File: config.mk
export PLATFORM = sky130hd
export DESIGN_NAME = pend_issue_unit
export DESIGN_NICKNAME = d
export VERILOG_FILES = /design/src/rtl/pis_pkg.sv /design/src/rtl/pis_flags.sv /design/src/rtl/pis_slot.sv /design/src/rtl/pis_wait.sv /design/src/rtl/pend_issue_unit.sv
export SDC_FILE = /design/constraint.sdc
export NUM_CORES = 1
export LEC_CHECK = 0
export ABC_CLOCK_PERIOD_IN_PS = 1800
export BUFFER_PORTS_ARGS = -buffer_cell sky130_fd_sc_hd__buf_4
export CAP_MARGIN = 30
export CELL_PAD_IN_SITES_DETAIL_PLACEMENT = 1
export CELL_PAD_IN_SITES_GLOBAL_PLACEMENT = 2
export CORE_ASPECT_RATIO = 1.2
export CORE_MARGIN = 10
export CORE_UTILIZATION = 33
export DETAILED_ROUTE_END_ITERATION = 6
export GPL_ROUTABILITY_DRIVEN = 0
export GPL_TIMING_DRIVEN = 0
export PLACE_DENSITY_LB_ADDON = 0.1
export SLEW_MARGIN = 30
export SYNTH_ARGS = -nofsm -noshare
export SYNTH_HDL_FRONTEND = slang
export SYNTH_SLANG_ARGS = --single-unit
File: constraint.sdc
create_clock -name clk -period 1.8 [get_ports clk]
set_input_delay 0.09 -clock clk [delete_from_list [all_inputs] [get_ports clk]]
set_output_delay 0.09 -clock clk [all_outputs]
set_load 0.005 [all_outputs]
File: src/rtl/pis_pkg.sv
package pis_pkg;
  typedef enum logic {WAIT_IDLE = 1'b0, WAIT_HOLD = 1'b1} wait_st_e;
endpackage

File: src/rtl/pis_flags.sv
module pis_flags #(
  parameter int NFLAG = 8
) (
  input  logic             clk,
  input  logic             rst_n,
  input  logic [NFLAG-1:0] set_i,
  input  logic [NFLAG-1:0] clr_i,
  output logic [NFLAG-1:0] flags_o
);
  // set dominates clear so a fresh trigger is never lost
  function automatic logic [NFLAG-1:0] next_flags(input logic [NFLAG-1:0] cur,
                                                  input logic [NFLAG-1:0] s,
                                                  input logic [NFLAG-1:0] c);
    return (cur & ~c) | s;
  endfunction

  logic [NFLAG-1:0] flags_q;

  always_ff @(posedge clk or negedge rst_n) begin
    if (!rst_n) flags_q <= '0;
    else        flags_q <= next_flags(flags_q, set_i, clr_i);
  end

  assign flags_o = flags_q;

  assert_set_lands_R6: assert property (@(posedge clk) disable iff (!rst_n)
    1'b1 |=> ((flags_q & $past(set_i)) == $past(set_i)));
  assert_clear_lands_R5: assert property (@(posedge clk) disable iff (!rst_n)
    1'b1 |=> ((flags_q & $past(clr_i & ~set_i)) == '0));
endmodule

File: src/rtl/pis_slot.sv
module pis_slot #(
  parameter int NFLAG  = 8,
  parameter int FSEL_W = 3,
  parameter int TAG_W  = 4
) (
  input  logic              clk,
  input  logic              rst_n,
  input  logic              load_i,
  input  logic [FSEL_W-1:0] load_sel_i,
  input  logic [TAG_W-1:0]  load_tag_i,
  input  logic [NFLAG-1:0]  flags_i,
  output logic              busy_o,
  output logic              fire_o,
  output logic [FSEL_W-1:0] sel_o,
  output logic [TAG_W-1:0]  tag_o
);
  logic              busy_q;
  logic [FSEL_W-1:0] sel_q;
  logic [TAG_W-1:0]  tag_q;
  logic              trig_hit;

  assign trig_hit = flags_i[sel_q];
  assign fire_o   = busy_q & trig_hit;

  always_ff @(posedge clk or negedge rst_n) begin
    if (!rst_n) begin
      busy_q <= 1'b0;
      sel_q  <= '0;
      tag_q  <= '0;
    end else if (load_i) begin
      busy_q <= 1'b1;
      sel_q  <= load_sel_i;
      tag_q  <= load_tag_i;
    end else if (fire_o) begin
      busy_q <= 1'b0;
    end
  end

  assign busy_o = busy_q;
  assign sel_o  = sel_q;
  assign tag_o  = tag_q;

  assert_load_only_free_R1: assert property (@(posedge clk) disable iff (!rst_n)
    load_i |-> !busy_q);
  assert_free_after_fire_R5: assert property (@(posedge clk) disable iff (!rst_n)
    fire_o |=> !busy_q);
endmodule

File: src/rtl/pis_wait.sv
module pis_wait
  import pis_pkg::*;
#(
  parameter int NFLAG  = 8,
  parameter int FSEL_W = 3
) (
  input  logic              clk,
  input  logic              rst_n,
  input  logic              wait_valid_i,
  input  logic [FSEL_W-1:0] wait_sel_i,
  input  logic [NFLAG-1:0]  flags_i,
  output logic              stall_o
);
  wait_st_e          st_q;
  logic [FSEL_W-1:0] sel_q;
  logic              release_ev;

  assign release_ev = (st_q == WAIT_HOLD) && flags_i[sel_q];

  always_ff @(posedge clk or negedge rst_n) begin
    if (!rst_n) begin
      st_q  <= WAIT_IDLE;
      sel_q <= '0;
    end else begin
      case (st_q)
        WAIT_IDLE: if (wait_valid_i) begin
          st_q  <= WAIT_HOLD;
          sel_q <= wait_sel_i;
        end
        default:   if (release_ev) st_q <= WAIT_IDLE;
      endcase
    end
  end

  assign stall_o = (st_q == WAIT_HOLD);

  assert_wait_enters_R9: assert property (@(posedge clk) disable iff (!rst_n)
    (!stall_o && wait_valid_i) |=> stall_o);
  assert_wait_release_R9: assert property (@(posedge clk) disable iff (!rst_n)
    release_ev |=> !stall_o);
endmodule

File: src/rtl/pend_issue_unit.sv
module pend_issue_unit #(
  parameter int NSLOT = 4,
  parameter int NFLAG = 8,
  parameter int NCOND = 8,
  parameter int TAG_W = 4,
  localparam int FSEL_W = (NFLAG > 1) ? $clog2(NFLAG) : 1,
  localparam int CSEL_W = (NCOND > 1) ? $clog2(NCOND) : 1
) (
  input  logic                   clk,
  input  logic                   rst_n,
  input  logic                   dec_valid,
  input  logic [TAG_W-1:0]       dec_tag,
  input  logic [CSEL_W-1:0]      dec_cond_sel,
  input  logic [FSEL_W-1:0]      dec_trig_sel,
  input  logic [NCOND-1:0]       cond_vec,
  input  logic [NFLAG-1:0]       flag_set,
  input  logic                   wait_valid,
  input  logic [FSEL_W-1:0]      wait_sel,
  output logic [NSLOT-1:0]       fire,
  output logic [NSLOT*TAG_W-1:0] fire_tag,
  output logic [NFLAG-1:0]       flag_clr,
  output logic [NFLAG-1:0]       flags,
  output logic                   dec_stall,
  output logic                   fetch_stall
);
  // lowest set bit of a vector, as a one-hot
  function automatic logic [NSLOT-1:0] lowest_one(input logic [NSLOT-1:0] v);
    return v & (~v + 1'b1);
  endfunction

  function automatic logic [NFLAG-1:0] flag_bit(input logic [FSEL_W-1:0] sel);
    return NFLAG'(1) << sel;
  endfunction

  logic [NSLOT-1:0]  slot_busy;
  logic [NSLOT-1:0]  slot_fire;
  logic [NSLOT-1:0]  alloc;
  logic [FSEL_W-1:0] slot_sel [NSLOT];
  logic [TAG_W-1:0]  slot_tag [NSLOT];
  logic [NFLAG-1:0]  flags_q;
  logic [NFLAG-1:0]  clr_vec;
  logic              cond_ok;
  logic              all_full;

  assign cond_ok   = dec_valid & cond_vec[dec_cond_sel];
  assign all_full  = &slot_busy;
  assign dec_stall = cond_ok & all_full;
  assign alloc     = cond_ok ? lowest_one(~slot_busy) : '0;

  genvar gi;
  generate
    for (gi = 0; gi < NSLOT; gi++) begin : g_slot
      pis_slot #(.NFLAG(NFLAG), .FSEL_W(FSEL_W), .TAG_W(TAG_W)) slot_i (
        .clk       (clk),
        .rst_n     (rst_n),
        .load_i    (alloc[gi]),
        .load_sel_i(dec_trig_sel),
        .load_tag_i(dec_tag),
        .flags_i   (flags_q),
        .busy_o    (slot_busy[gi]),
        .fire_o    (slot_fire[gi]),
        .sel_o     (slot_sel[gi]),
        .tag_o     (slot_tag[gi])
      );
      assign fire_tag[gi*TAG_W +: TAG_W] = slot_tag[gi];
    end
  endgenerate

  always_comb begin
    clr_vec = '0;
    for (int i = 0; i < NSLOT; i++) begin
      if (slot_fire[i]) clr_vec = clr_vec | flag_bit(slot_sel[i]);
    end
  end

  pis_flags #(.NFLAG(NFLAG)) flags_i (
    .clk    (clk),
    .rst_n  (rst_n),
    .set_i  (flag_set),
    .clr_i  (clr_vec),
    .flags_o(flags_q)
  );

  pis_wait #(.NFLAG(NFLAG), .FSEL_W(FSEL_W)) wait_i (
    .clk         (clk),
    .rst_n       (rst_n),
    .wait_valid_i(wait_valid),
    .wait_sel_i  (wait_sel),
    .flags_i     (flags_q),
    .stall_o     (fetch_stall)
  );

  assign fire     = slot_fire;
  assign flag_clr = clr_vec;
  assign flags    = flags_q;

  assert_alloc_onehot_R1: assert property (@(posedge clk) disable iff (!rst_n)
    $onehot0(alloc));
  assert_drop_no_slot_R2: assert property (@(posedge clk) disable iff (!rst_n)
    (dec_valid && !cond_vec[dec_cond_sel]) |=>
      ($countones(slot_busy) <= $past($countones(slot_busy))));
  assert_stall_only_full_R7: assert property (@(posedge clk) disable iff (!rst_n)
    dec_stall |-> (slot_busy == {NSLOT{1'b1}}));
  assert_fetch_quiet_R8: assert property (@(posedge clk) disable iff (!rst_n)
    (!$past(wait_valid) && !$past(fetch_stall)) |-> !fetch_stall);
endmodule

==> results.md <==
- Crit Path Class: register to primary output
- Clock latency on the worst-skew pair: 0.30 ns
- Post-synth EDFFs: 0
- First-pass GRT wire length: 12000 um
- Mapped cell area: 2400 um2
- DRC errors left: 0
- CP endpoint: fire[2]
- Gr usage total: 13.3%
- Most frequent cell after synthesis: dfrtp_1
- Core ar.: slightly above 7000 um2
- Slew HR: 62.1%
- Die area: 11100 um2
- DRT antenna net count: 0
- Synth-to-Final Area Change: 41.3%
- Async set-or-reset flop fraction in the synthesized netlist: 100%
- Worst Skew: 0.00979 ns
- Unrepaired setup endpoints after global routing: true
- Initial antenna violation count: 0
- Largest net degree at the start of global routing: 45
- Max-cap violations: 0
- H-tree levels: 2
- Final hold vios: 0
- Mean post-synth cell area: 12.6 um2
- Sequential area share after synthesis: roughly 46%
- Clk pin slew, worst setup/hold paths: 0.09 ns
- Required @ worst endpoint: approximately 1.7 ns
- Worst reg2reg path endpoint: g_slot[3].slot_i.busy_o
- Final setup TNS: 0 ns
- CP Launch Point: flags_i.flags_o[4]
- Share of cells above drive strength 1: 59.4%
- Diode count: 0
- Row cnt: 34
- CTS tree: yes
- Ys Warns: 0
- Transition time at the pin with the least slew margin: 0.569 ns
- # IOs: 71
- Grt ovf: 0
- Path depth of the worst reg2reg path: 5
- Crit start category: register
- Final Net Count: 320
- Root buffer cell: clkbuf_8
- CP Data Arrival Time: 1.69 ns
- Number of buffers added on ports: 70
- Hold Path Stages: 2
- WL final: 7530 um
- Horiz. Die Dim: slightly below 100 um
- Max rail drop VDD: around 0.00057 V
- Area share of the largest cell type after synthesis: 45.9%
- Top post-synthesis cells by count: dfrtp_1 (44), mux2_2 (32), nand2_1 (15)
- Reg-to-reg critical path startpoint: flags_i.flags_o[4]
- Total CTS buffers: 5
- Unique masters post-synth: 27
- Die height: 113 um
- Initial drt markers: 66
- Detailed Place HPWL: 5250 um
- Vias/cell: around 5.2
- Slew Limit Fails: 0
- Final Setup Violations: 0
- Cell Pwr Density: 947 nW/um2
- Routed wire per std cell: around 20 um
- Clock sinks: 44
- Achievable Freq: 562 MHz
- Setup crit end kind: primary output
- Initial Util: 33.4%
- Leak: between 1.5 and 2 nW
- Reg-to-reg setup timing slack: between 0.2 and 0.3 ns
- Status: finished clean
- First-pass iteration count of the detailed router: 5
- Fill count: 780
- Cell taking the most area after synthesis: dfrtp_1
- Min-delay src: wait_sel[0]
- Final core utilization: 47.2%
- Maximum net fanout on the critical path: 5
- Vias post-DR: approximately 2000
- Top_reg_cell synth: dfrtp_1
- Total power: 3.21 mW
- Period utilisation layout: 98.9%
- Largest cells by area after synthesis: dfrtp_1 (46%), mux2_2 (15%), mux4_2 (9.4%)
- Synthesized netlist cell count: about 190
- Syn Nets: 224
- Vias in the first global route: 2197
- Clock buffer depth: 2
- Yosys reg bits: 44
- Crit path time final: 1.78 ns
- Hold Path Class: input pin to register
[cells by family after synthesis]
kind of cell	after synthesis	share of synthesized area [%]
muxes	50	27.7
and+or+nand+nor	50	12.3
DFF	44	45.9
AOI/OAI and AO/OA	34	11.1
buffers and inverters	13	2.97
[metrics by stage]
stage | worst slack, ns | area (um2) | hold slack [ns] | instances
final | 0.0207 | 3390 | 0.0131 | 378
after floorplan | 0.375 | 2400 | -0.206 | 191
after global routing | -0.0356 | 3390 | 0.00658 | 378
after global placement | 0.0647 | 3040 | 0.128 | 351
after CTS | -0.0790 | 3290 | 0.0113 | 371
after detailed placement | 0.0498 | 3040 | 0.127 | 351
[where the power goes]
group	switching (mW)	total, mW	leakage [nW]	internal (mW)
Combinational	0.378	1.06	0.994	0.677
Sequential	0.274	1.48	0.515	1.21
Clock	0.363	0.677	0.0516	0.314
[final cells by class]
class                           count  area [um2]  area share, %
Tap cell                           90         113           3.32
Sequential cell                    44        1120           33.1
Clock buffer                        6        82.6           2.43
Multi-Input combinational cell    134        1290           38.0
Timing Repair Buffer               94         736           21.7
Inverter                            7        26.3          0.775
Buffer                              1        11.3          0.332
Clock inverter                      2        13.8          0.406
[layout by cell type (no fill, tap or decap), drive strengths merged, types with 3 or more instances in the layout]
cell,count
mux2,32
o21bai,6
mux4,10
clkbuf,6
inv,8
o22ai,14
or2,3
nand2,15
o21a,6
dfrtp,44
nor2b,9
a21o,4
dlygate4sd3,9
nor2,3
mux2i,8
buf,86
nand2b,12
[sequential cells by signal, summed over array words and instances, names as in the netlist]
signal                cells
g_slot.slot_i.tag_o      16
g_slot.slot_i.busy_o      4
wait_i.stall_o            1
g_slot.slot_i.sel_o      12
flags_i.flags_o           8
wait_i.sel_q              3
[metal layers]
layer	up-vias	routed length, um	part of all wire, %	GRT usage [%]
li1	899	-	-	-
met3	9	471	6.3	3.93
met4	0	104	1.4	3.69
met2	58	3960	53	23.8
met5	-	0	0	0
met1	1010	3000	40	15.0
[timing repair]
action,4_1_cts,5_1_grt
pin swaps,0,2
hold endpoints to repair,52,0
gates resized for setup,18,12
endpoints found under the setup margin,6,6
buffers inserted,7,8
hold buffers,9,0
gates cloned,0,0
[worst min path at each step]
stage / to / slack [ns]
floorplan: flags_i.flags_o[0] / -0.21
global placement: wait_i.sel_q[2] / 0.13
detailed placement: wait_i.sel_q[2] / 0.13
CTS: wait_i.sel_q[0] / 0.01
global route: wait_i.sel_q[0] / 0.007
finish: wait_i.sel_q[0] / 0.01
[critical path: stages (launching register included)]
cell	delay, ns
dfrtp_2	0.48
mux4_2	0.48
mux2i_2	0.21
nor2b_1	0.07
buf_4	0.14
Note: power is estimated with default switching activity, not from simulation.
